File: src/rtl/pt_walker_pkg.sv
package pt_walker_pkg;
  localparam int unsigned ADDR_W = 32;
  localparam int unsigned OFF_W  = 12;
  localparam int unsigned IDX_W  = 10;
  localparam int unsigned PPN_W  = ADDR_W - OFF_W;
  localparam int unsigned ENT_LG = 2;  // log2 of entry bytes

  localparam int unsigned BIT_V = 0;
  localparam int unsigned BIT_R = 1;
  localparam int unsigned BIT_W = 2;
  localparam int unsigned BIT_X = 3;
  localparam int unsigned BIT_D = 4;

  typedef enum logic [1:0] {
    ACC_READ  = 2'd0,
    ACC_WRITE = 2'd1,
    ACC_EXEC  = 2'd2,
    ACC_RSVD  = 2'd3
  } acc_e;

  typedef enum logic [1:0] {
    ST_OK         = 2'd0,
    ST_PAGE_FAULT = 2'd1,
    ST_PROT_FAULT = 2'd2
  } status_e;

  typedef enum logic [2:0] {
    W_IDLE,
    W_DIR_REQ,
    W_DIR_WAIT,
    W_LEAF_REQ,
    W_LEAF_WAIT,
    W_WB_REQ,
    W_WB_WAIT,
    W_RESP
  } walk_state_e;
endpackage

File: src/rtl/pt_mem_addr.sv
module pt_mem_addr #(
  parameter int unsigned AW = 32,
  parameter int unsigned OW = 12,
  parameter int unsigned IW = 10,
  parameter int unsigned EL = 2
) (
  input  logic [AW-1:0]    base_i,
  input  logic [AW-OW-1:0] dir_ppn_i,
  input  logic [IW-1:0]    dir_idx_i,
  input  logic [IW-1:0]    leaf_idx_i,
  input  logic             leaf_sel_i,
  output logic [AW-1:0]    addr_o
);
  localparam int unsigned PADW = AW - IW - EL;

  logic [AW-1:0] dir_off, leaf_off, tbl_base;

  assign dir_off  = {{PADW{1'b0}}, dir_idx_i, {EL{1'b0}}};
  assign leaf_off = {{PADW{1'b0}}, leaf_idx_i, {EL{1'b0}}};
  assign tbl_base = {dir_ppn_i, {OW{1'b0}}};
  assign addr_o   = leaf_sel_i ? (tbl_base + leaf_off) : (base_i + dir_off);
endmodule

File: src/rtl/pt_perm_chk.sv
module pt_perm_chk
  import pt_walker_pkg::*;
(
  input  logic    valid_i,
  input  logic    rd_i,
  input  logic    wr_i,
  input  logic    ex_i,
  input  logic    dirty_i,
  input  acc_e    acc_i,
  output status_e status_o,
  output logic    need_wb_o
);
  logic allowed;

  always_comb begin
    unique case (acc_i)
      ACC_READ:  allowed = rd_i;
      ACC_WRITE: allowed = wr_i;
      ACC_EXEC:  allowed = ex_i;
      default:   allowed = 1'b0;
    endcase
  end

  always_comb begin
    if (!valid_i)      status_o = ST_PAGE_FAULT;
    else if (!allowed) status_o = ST_PROT_FAULT;
    else               status_o = ST_OK;
  end

  assign need_wb_o = valid_i && allowed && (acc_i == ACC_WRITE) && !dirty_i;
endmodule

File: src/rtl/pt_walk_ctrl.sv
module pt_walk_ctrl
  import pt_walker_pkg::*;
(
  input  logic        clk_i,
  input  logic        rst_ni,
  input  logic        req_valid_i,
  input  logic        mem_rsp_valid_i,
  input  logic        dir_valid_i,
  input  status_e     leaf_status_i,
  input  logic        leaf_wb_i,
  output walk_state_e state_o,
  output logic        req_ready_o,
  output logic        mem_req_o,
  output logic        mem_we_o,
  output logic        leaf_sel_o,
  output logic        rsp_valid_o,
  output status_e     status_o
);
  walk_state_e state_q, state_d;
  status_e     status_q, status_d;

  always_comb begin
    state_d  = state_q;
    status_d = status_q;
    unique case (state_q)
      W_IDLE:     if (req_valid_i) state_d = W_DIR_REQ;
      W_DIR_REQ:  state_d = W_DIR_WAIT;
      W_DIR_WAIT: if (mem_rsp_valid_i) begin
        if (!dir_valid_i) begin
          status_d = ST_PAGE_FAULT;
          state_d  = W_RESP;
        end else begin
          state_d  = W_LEAF_REQ;
        end
      end
      W_LEAF_REQ:  state_d = W_LEAF_WAIT;
      W_LEAF_WAIT: if (mem_rsp_valid_i) begin
        status_d = leaf_status_i;
        state_d  = leaf_wb_i ? W_WB_REQ : W_RESP;
      end
      W_WB_REQ:  state_d = W_WB_WAIT;
      W_WB_WAIT: if (mem_rsp_valid_i) state_d = W_RESP;
      W_RESP:    state_d = W_IDLE;
      default:   state_d = W_IDLE;
    endcase
  end

  always_ff @(posedge clk_i or negedge rst_ni) begin
    if (!rst_ni) begin
      state_q  <= W_IDLE;
      status_q <= ST_OK;
    end else begin
      state_q  <= state_d;
      status_q <= status_d;
    end
  end

  assign state_o     = state_q;
  assign status_o    = status_q;
  assign req_ready_o = (state_q == W_IDLE);
  assign mem_req_o   = (state_q == W_DIR_REQ) || (state_q == W_LEAF_REQ) || (state_q == W_WB_REQ);
  assign mem_we_o    = (state_q == W_WB_REQ);
  assign leaf_sel_o  = (state_q == W_LEAF_REQ) || (state_q == W_WB_REQ);
  assign rsp_valid_o = (state_q == W_RESP);

  p_rsp_pulse_r10: assert property (@(posedge clk_i) disable iff (!rst_ni)
    rsp_valid_o |=> !rsp_valid_o);

  p_busy_after_accept_r7: assert property (@(posedge clk_i) disable iff (!rst_ni)
    (req_valid_i && req_ready_o) |=> !req_ready_o);
endmodule

File: src/rtl/pt_walker.sv
module pt_walker
  import pt_walker_pkg::*;
(
  input  logic        clk_i,
  input  logic        rst_ni,
  input  logic        req_valid_i,
  output logic        req_ready_o,
  input  logic [31:0] req_vaddr_i,
  input  logic [1:0]  req_acc_i,
  input  logic [31:0] ptbr_i,
  output logic        rsp_valid_o,
  output logic [1:0]  rsp_status_o,
  output logic [31:0] rsp_paddr_o,
  output logic [2:0]  rsp_perm_o,
  output logic        mem_req_o,
  output logic        mem_we_o,
  output logic [31:0] mem_addr_o,
  output logic [31:0] mem_wdata_o,
  input  logic        mem_rsp_valid_i,
  input  logic [31:0] mem_rdata_i
);
  logic [ADDR_W-1:0] vaddr_q, base_q, leaf_q;
  logic [PPN_W-1:0]  dir_ppn_q;
  acc_e              acc_q;
  walk_state_e       state;
  status_e           status, leaf_status;
  logic              leaf_wb, leaf_sel;

  always_ff @(posedge clk_i or negedge rst_ni) begin
    if (!rst_ni) begin
      vaddr_q   <= '0;
      base_q    <= '0;
      acc_q     <= ACC_READ;
      dir_ppn_q <= '0;
      leaf_q    <= '0;
    end else begin
      if (req_valid_i && req_ready_o) begin
        vaddr_q <= req_vaddr_i;
        base_q  <= ptbr_i;
        acc_q   <= acc_e'(req_acc_i);
      end
      if (state == W_DIR_WAIT && mem_rsp_valid_i) dir_ppn_q <= mem_rdata_i[ADDR_W-1:OFF_W];
      if (state == W_LEAF_WAIT && mem_rsp_valid_i) leaf_q <= mem_rdata_i;
    end
  end

  pt_walk_ctrl u_ctrl (
    .clk_i          (clk_i),
    .rst_ni         (rst_ni),
    .req_valid_i    (req_valid_i),
    .mem_rsp_valid_i(mem_rsp_valid_i),
    .dir_valid_i    (mem_rdata_i[BIT_V]),
    .leaf_status_i  (leaf_status),
    .leaf_wb_i      (leaf_wb),
    .state_o        (state),
    .req_ready_o    (req_ready_o),
    .mem_req_o      (mem_req_o),
    .mem_we_o       (mem_we_o),
    .leaf_sel_o     (leaf_sel),
    .rsp_valid_o    (rsp_valid_o),
    .status_o       (status)
  );

  // judged on the incoming leaf word during the leaf wait
  pt_perm_chk u_perm (
    .valid_i  (mem_rdata_i[BIT_V]),
    .rd_i     (mem_rdata_i[BIT_R]),
    .wr_i     (mem_rdata_i[BIT_W]),
    .ex_i     (mem_rdata_i[BIT_X]),
    .dirty_i  (mem_rdata_i[BIT_D]),
    .acc_i    (acc_q),
    .status_o (leaf_status),
    .need_wb_o(leaf_wb)
  );

  pt_mem_addr #(
    .AW(ADDR_W), .OW(OFF_W), .IW(IDX_W), .EL(ENT_LG)
  ) u_addr (
    .base_i    (base_q),
    .dir_ppn_i (dir_ppn_q),
    .dir_idx_i (vaddr_q[ADDR_W-1 -: IDX_W]),
    .leaf_idx_i(vaddr_q[OFF_W +: IDX_W]),
    .leaf_sel_i(leaf_sel),
    .addr_o    (mem_addr_o)
  );

  assign mem_wdata_o = leaf_q | (ADDR_W'(1) << BIT_D);

  assign rsp_status_o = rsp_valid_o ? status : 2'b00;
  assign rsp_paddr_o  = (rsp_valid_o && status == ST_OK)
                        ? {leaf_q[ADDR_W-1:OFF_W], vaddr_q[OFF_W-1:0]} : '0;
  assign rsp_perm_o   = (rsp_valid_o && status != ST_PAGE_FAULT)
                        ? {leaf_q[BIT_X], leaf_q[BIT_W], leaf_q[BIT_R]} : 3'b000;

  // outstanding-transaction tracker for the port check
  logic outst_q;
  always_ff @(posedge clk_i or negedge rst_ni) begin
    if (!rst_ni)              outst_q <= 1'b0;
    else if (mem_req_o)       outst_q <= 1'b1;
    else if (mem_rsp_valid_i) outst_q <= 1'b0;
  end

  p_single_outstanding_r8: assert property (@(posedge clk_i) disable iff (!rst_ni)
    outst_q |-> !mem_req_o);

  p_wb_sets_dirty_r6: assert property (@(posedge clk_i) disable iff (!rst_ni)
    (mem_req_o && mem_we_o) |-> (mem_wdata_o[BIT_D] && mem_wdata_o[BIT_V] && acc_q == ACC_WRITE));

  p_fault_no_addr_r4: assert property (@(posedge clk_i) disable iff (!rst_ni)
    (rsp_valid_o && rsp_status_o == 2'd1) |-> (rsp_paddr_o == '0 && rsp_perm_o == '0));

  p_prot_read_r5: assert property (@(posedge clk_i) disable iff (!rst_ni)
    (rsp_valid_o && rsp_status_o == 2'd0 && acc_q == ACC_READ) |-> rsp_perm_o[0]);
endmodule

File: config.mk
export PLATFORM = sky130hd
export DESIGN_NAME = pt_walker
export DESIGN_NICKNAME = d
export VERILOG_FILES = /design/src/rtl/pt_walker_pkg.sv /design/src/rtl/pt_mem_addr.sv /design/src/rtl/pt_perm_chk.sv /design/src/rtl/pt_walk_ctrl.sv /design/src/rtl/pt_walker.sv
export SDC_FILE = /design/constraint.sdc
export NUM_CORES = 1
export LEC_CHECK = 0
export ABC_AREA = 1
export BUFFER_PORTS_ARGS = -buffer_cell sky130_fd_sc_hd__buf_4
export CORE_ASPECT_RATIO = 2
export CORE_UTILIZATION = 52
export DETAILED_ROUTE_END_ITERATION = 7
export PLACE_DENSITY = 0.86
export SLEW_MARGIN = 10
export SYNTH_ARGS = -nofsm -noshare
export SYNTH_HDL_FRONTEND = slang
export SYNTH_SLANG_ARGS = --single-unit
File: constraint.sdc
create_clock -name clk_i -period 2.8 [get_ports clk_i]
set_input_delay 0.7 -clock clk_i [delete_from_list [all_inputs] [get_ports clk_i]]
set_output_delay 0.7 -clock clk_i [all_outputs]
set_load 0.05 [all_outputs]
==> results by group, run 1 <==
Finish
  • Antenna diode count: 0
  • Final layout net count: roughly 1100
  • Area Overhead vs Synth: 46.59%
  • Share of post-route cells with drive strength above 1: 0.4436

Global routing
  • Number of global-route vias before repair: around 6200
  • Initial antenna violation count: 0
  • Largest net degree at the start of global routing: 61
  • Grt ovf: 0
  • Global-route wire length before repair: between 20 and 30 mm
  • GRT Util Overall: 0.3095

Yosys
  • Post-synthesis sequential area ratio: 0.4682
  • Mapped Area: about 6500 um2
  • Syn_nets: approximately 890
  • Asr flop ratio synth: 1.000
  • Post-synth EDFFs: 0
  • Synth cell types: 34
  • Syn Area/Cell: 8.348 um2
  • Top cells by area, synth: dfrtp_1 (47%), nand2_1 (12%), mux2_2 (9.7%), nor2_1 (5.6%), inv_1 (5.2%)
  • Gate Count Post-Synth: between 700 and 800
  • Area leader, netlist: dfrtp_1
  • Post-synth top area share: 0.4682
  • Yosys Warn Count: 0
  • Dominant synthesized flop cell: dfrtp_1
  • Synth Register Bits: between 100 and 150

Flow run
  • Max-cap viol count: 0

Clock tree
  • Clk buf depth: 2
  • Latest clock arrival within the worst-skew pair: 0.42 ns
  • Clock slew at reported path FFs: around 0.060 ns
  • Root buffer cell: clkbuf_16
  • Total number of clock tree sinks: 122
  • Total CTS buffers: 17
  • CTS tree: done
  • # H-tree levels: 4

Placed design
  • Port Buffers: 205
  • Place WS: -0.005486 ns
  • HPWL after DPL: between 10 and 15 mm
  • GP Congestion: 0.9742

Worst setup path
  • WP buf/inv: 2
  • Largest fanout on the critical path: 3
  • Critical path's slowest cell: dfrtp_1
  • Crit path capture type: output pin
  • Critical Path RT: approximately 2.1 ns
  • Crit path DAT: ~2.5 ns
  • Startpoint Class: flip-flop
  • Crit path largest cell delay: 0.38 ns
  • R2R cell count: 8
  • Reg-to-Reg End: vaddr_q[8]
  • Top delay family on crit path: simple AND/OR/NAND/NOR gates
  • Critical Path Most Common Cell: nand2_1
  • Reg2reg setup slack: ~0.73 ns
  • Crit Path Class: flip-flop to output pin
  • Worst r2r src: u_ctrl.state_o[1]
  • Worst-path cell chain: ha_2 -> fa_2 -> nand3_2 -> nand2_4 -> nand2_2 -> nand2_2 -> buf_6 -> nand3b_1 -> nand3_1 -> nand2_1 -> nand2_1 -> nand2_1 -> buf_6

Route
  • Drt first pass iters: 5
  • Total number of vias: just over 6000
  • Residual DRC: 0
  • DR vias/cell: about 5.3
  • WL final: 20.48 mm
  • ANT nets after route: 0
  • Initial DRC Count: around 420
  • Routed WL per cell: between 15 and 20 um

Die
  • Initial core utilization: 0.5346
  • Die area: 13020 um2
  • Die Y: around 160 um
  • IO Count: approximately 210
  • Die width: approximately 81 um
  • Standard-cell rows: 57
  • Core ar.: roughly 12000 um2

Timing
  • Final Hold Fails: 0
  • Max-slew violation count: 0
  • Final worst setup slack: -0.4013 ns
  • Max Fclk: ~310 MHz
  • Hold_ws: around 0.28 ns
  • Clock Skew: ~0.011 ns
  • Tcrit/Tclk final: 1.143
  • Final setup violating endpoints: 27
  • Slew headroom: 0.4886
  • Total Neg Setup Slack: -5.845 ns
  • RSZ-0062 raised after global routing: true
  • Post-layout min period: 3.201 ns
  • Worst slew pin tran: between 0.7 and 0.8 ns

Status
  • Status: complete, but fails checks
  • Failing checks: setup timing

Worst hold path
  • Worst min path class: input port to async pin
==> cell usage in the layout, fill, tap and decap left out, drive strengths merged <==
master,synthesis,layout
clkinvlp,0,3
conb,1,1
a21oi,35,35
nor2,100,100
or2,3,3
a21o,1,1
o22ai,2,2
dfrtp,122,122
nand2,215,215
o21ai,36,36
a31oi,2,2
xnor2,6,6
o31ai,1,1
and2,2,2
bufinv,0,5
a211oi,1,1
clkbuf,3,17
xor2,3,3
nor3b,1,1
nand3,42,42
nand4,4,4
mux2,58,58
inv,93,100
buf,25,234
nor3,8,8
nand3b,6,6
fa,1,1
ha,10,10
==> layer usage <==
metal,part of all wire,vias to the layer above,GRT usage
li1,-,2919,-
met1,0.34,2937,0.3082
met2,0.55,273,0.5539
met3,0.051,91,0.07045
met4,0.062,0,0.1948
met5,0,-,0
==> layout make-up <==
cell class,instances,area (um2)
well taps,147,183.9
clock buffers,17,425.4
inverters,93,349.1
multi-input cells,538,3398
flip-flops and latches,122,3055
fillers,795,2638
clock inverters,15,234.0
repair buffers,234,1912
==> Yosys cell counts (3+ instances only) <==
cell and number:
buf_2 18, nand4_1 4, nand3b_1 6, nor3_1 8, or2_2 3, nor2_4 3
xor2_1 3, nand3_1 40, nor2_1 97, xnor2_1 6, ha_1 10, clkbuf_1 3
dfrtp_1 122, o21ai_0 36, inv_1 91, a21oi_2 20, buf_6 5, a21oi_1 15
nand2_1 213, mux2_2 56
==> sequential cells by signal, indices dropped and copies added (netlist names) <==
signal / count
acc_q: 2
base_q: 32
dir_ppn_q: 20
leaf_q: 31
u_ctrl.state_o: 3
u_ctrl.status_o: 2
vaddr_q: 32
==> through the flow <==
stage                 util  cells  instance area (um2)
floorplan                -    781                 6608
CTS                 0.7649   1159                 9328
detailed placement  0.6831   1125                 8330
global route        0.7837   1166                 9558
global placement    0.6831   1125                 8330
finish              0.7837   1166                 9558
==> how the worst max path moves through the flow <==
stage / start / end / slack, ns / cells past startpoint
2_1_floorplan: base_q[2] / mem_addr_o[8] / -0.03 / 8
3_3_place_gp: base_q[2] / mem_addr_o[10] / 0.002 / 9
3_5_place_dp: base_q[2] / mem_addr_o[10] / -0.005 / 9
4_1_cts: vaddr_q[22] / mem_addr_o[24] / -0.31 / 13
5_1_grt: vaddr_q[22] / mem_addr_o[24] / -0.41 / 13
6_report: base_q[2] / mem_addr_o[24] / -0.40 / 13
==> repair_timing <==
action | in CTS | in global routing
endpoints found under the setup margin | 27 | 27
hold buffers | 0 | 0
endpoints found under the hold margin | 0 | 0
gates resized for setup | 70 | 43
pin swaps | 17 | 18
buffers inserted | 2 | 7
==> cells by family after synthesis <==
kind of cell / synth area share
compound gates: 0.07331
mux: 0.1013
fa+ha+maj: 0.02226
flops: 0.4682
buf+inv: 0.08002
simple gates: 0.2422
xor+xnor: 0.01209
other cells: 0.0005752
Power of run 1 is left out: the tool's default activity adds up to more than one toggle a clock period on the data nets, which glitch-free logic cannot reach.
==> inputs of run 2 (changes only) <==
--- a/config.mk
+++ b/config.mk
@@ -8,9 +8,9 @@
 export ABC_AREA = 1
 export BUFFER_PORTS_ARGS = -buffer_cell sky130_fd_sc_hd__buf_4
 export CORE_ASPECT_RATIO = 2
-export CORE_UTILIZATION = 52
+export CORE_UTILIZATION = 40
 export DETAILED_ROUTE_END_ITERATION = 7
-export PLACE_DENSITY = 0.86
+export PLACE_DENSITY = 0.7
 export SLEW_MARGIN = 10
 export SYNTH_ARGS = -nofsm -noshare
 export SYNTH_HDL_FRONTEND = slang
==> run 2 against run 1 <==
  * The run still ends with setup timing left
  * Core utilization down 18 points
  * Register-to-register slack better by 0.25 ns
  * Via count down 3.2%
  * Final cell count up 5.4%
  * First-iteration DRC count down 39%
  * Critical path depth up 1
  * Fmax up 3.8%
  * Cell area up 0.92%
  * Setup slack better by 0.12 ns
  * Die area up 29%
  * Critical path type unchanged
==> results by group, run 2 (synthesis gave the netlist of run 1 again) <==
Timing
  • Hold_ws: roughly 0.23 ns
  • Final setup violating endpoints: 24
  • Tcrit/Tclk final: 1.102
  • RSZ-0062 raised after global routing: true
  • Max Fclk: approximately 320 MHz
  • Final worst setup slack: -0.2845 ns
  • Clock Skew: approximately 0.0078 ns
  • Worst slew pin tran: roughly 0.49 ns
  • Post-layout min period: 3.085 ns
  • Final Hold Fails: 0
  • Slew headroom: 0.6675
  • Max-slew violation count: 0
  • Total Neg Setup Slack: -3.155 ns

Worst setup path
  • Crit Path Class: flip-flop to output pin
  • Critical path's slowest cell: dfrtp_1
  • Top delay family on crit path: simple AND/OR/NAND/NOR gates
  • Crit path capture type: output pin
  • Critical Path RT: 2.10 ns
  • Worst-path cell chain: ha_2 -> fa_2 -> nand3_2 -> nand2_2 -> nand2_2 -> nand2_2 -> buf_6 -> nand3b_1 -> nand2_1 -> nand2_1 -> nand2_1 -> nand2_1 -> nand2_1 -> buf_6
  • Crit path DAT: about 2.4 ns
  • Startpoint Class: flip-flop
  • Critical Path Most Common Cell: nand2_1
  • Largest fanout on the critical path: 3
  • Crit path largest cell delay: 0.38 ns
  • WP buf/inv: 2

Die
  • Initial core utilization: 0.4111
  • Die Y: 182.6 um
  • Die area: ~17000 um2
  • Core ar.: approximately 16000 um2
  • IO Count: about 210
  • Standard-cell rows: 65
  • Die width: slightly above 90 um

Placed design
  • HPWL after DPL: 14.62 mm
  • Place WS: -0.02284 ns
  • GP Congestion: 0.9067
  • Area after DPL: between 8000 and 9000 um2
  • Port Buffers: ~210

Global routing
  • Largest net degree at the start of global routing: 55
  • Initial antenna violation count: 0
  • GRT Util Overall: 0.2417
  • Grt ovf: 0
  • Global-route wire length before repair: roughly 31 mm
  • Number of global-route vias before repair: between 6000 and 7000

Clock tree
  • Cts hold-fix bufs: 0
  • # H-tree levels: 4
  • Latest clock arrival within the worst-skew pair: approximately 0.42 ns
  • Total CTS buffers: 17
  • Clock slew at reported path FFs: roughly 0.060 ns
  • CTS tree: done
  • Total number of clock tree sinks: around 120
  • Root buffer cell: clkbuf_16
  • Clk buf depth: 2

Finish
  • Post-route cell area: 9646 um2
  • Biggest regs: base_q x32, vaddr_q x32, leaf_q x31
  • Share of post-route cells with drive strength above 1: 0.4591
  • FF/Latch Area: a little over 3000 um2
  • Commonest non-fill, non-tap cells in the layout: buf_4 (210), nand2_1 (180), dfrtp_1 (121), inv_1 (89), nor2_1 (62)
  • Fillers: about 1400
  • Area Overhead vs Synth: 47.94%
  • Commonest non-fill, non-tap cell in the layout: buf_4
  • Antenna diode count: 0
  • Area of the multi-input gates: approximately 3400 um2
  • Final layout net count: about 1100

Status
  • Failing checks: setup timing
  • Status: complete, but fails checks

Worst hold path
  • Worst min path class: input port to async pin

Route
  • Initial DRC Count: 260
  • Residual DRC: 0
  • DR vias/cell: 4.897
  • Routed WL per cell: 15.95 um
  • Drt first pass iters: 4
  • Total number of vias: about 6000
  • ANT nets after route: 0
  • WL final: about 20 mm

Flow run
  • Max-cap viol count: 0
-- run 2: changes by cell type in the layout (fill, tap and decap cells not counted), moves of 3 or more --
cell / delta
buf_4: +8
bufinv_16: -3
nand2_1: -7
nand2_2: +8
nand3_1: -5
nand3_2: +5
-- run 2: routing by layer --
metal  GRT usage  up-vias  wire length (um)
met5           0        -                 0
met4      0.1419        0               863
met3     0.04375       51               757
met2      0.4519      170             11110
met1      0.2442     2858              6876
li1            -     2939                 -
-- run 2: worst paths after layout --
| check | startpoint | endpoint | slack (ns) | cells after the start |
|---|---|---|---|---|
| max | base_q[2] | mem_addr_o[24] | -0.28 | 14 |
| min | rst_ni | vaddr_q[20] | 0.23 | 1 |
| max reg2reg | u_ctrl.state_o[1] | base_q[11] | 0.98 | 7 |
| min reg2reg | leaf_q[5] | leaf_q[5] | 0.48 | 2 |
| max in group asynchronous | rst_ni | leaf_q[15] | 1.85 | 2 |
| min in group clk_i | leaf_q[5] | leaf_q[5] | 0.48 | 2 |
-- run 2: area by class of cell --
type / count / area share
multi-input combinational: 538 / 0.3539
sequential: 122 / 0.3166
timing repair buffer: 243 / 0.2061
clock buffer: 18 / 0.04449
inverter: 93 / 0.03619
tap: 201 / 0.02607
clock inverter: 14 / 0.01660
-- run 2: repair_timing --
action                     4_1_cts  5_1_grt
gates resized for setup         94       28
buffers inserted                12        6
setup endpoints to repair       26       42
pin swaps                       25       17
-- run 2: metrics by stage --
step	std cells	util
4_1_cts	1223	0.5994
3_3_place_gp	1179	0.5303
6_report	1229	0.6082
2_1_floorplan	781	-
5_1_grt	1229	0.6082
3_5_place_dp	1179	0.5303
-- run 2: worst reg2reg max path: cells and delay by family (launching register included) --
| family | cells | cell delay [ns] |
|---|---|---|
| and+or+nand+nor | 3 | 0.47 |
| buffers and inverters | 3 | 0.53 |
| DFF | 1 | 0.37 |
| muxes | 1 | 0.33 |
Power of run 2 is left out for the same reason.
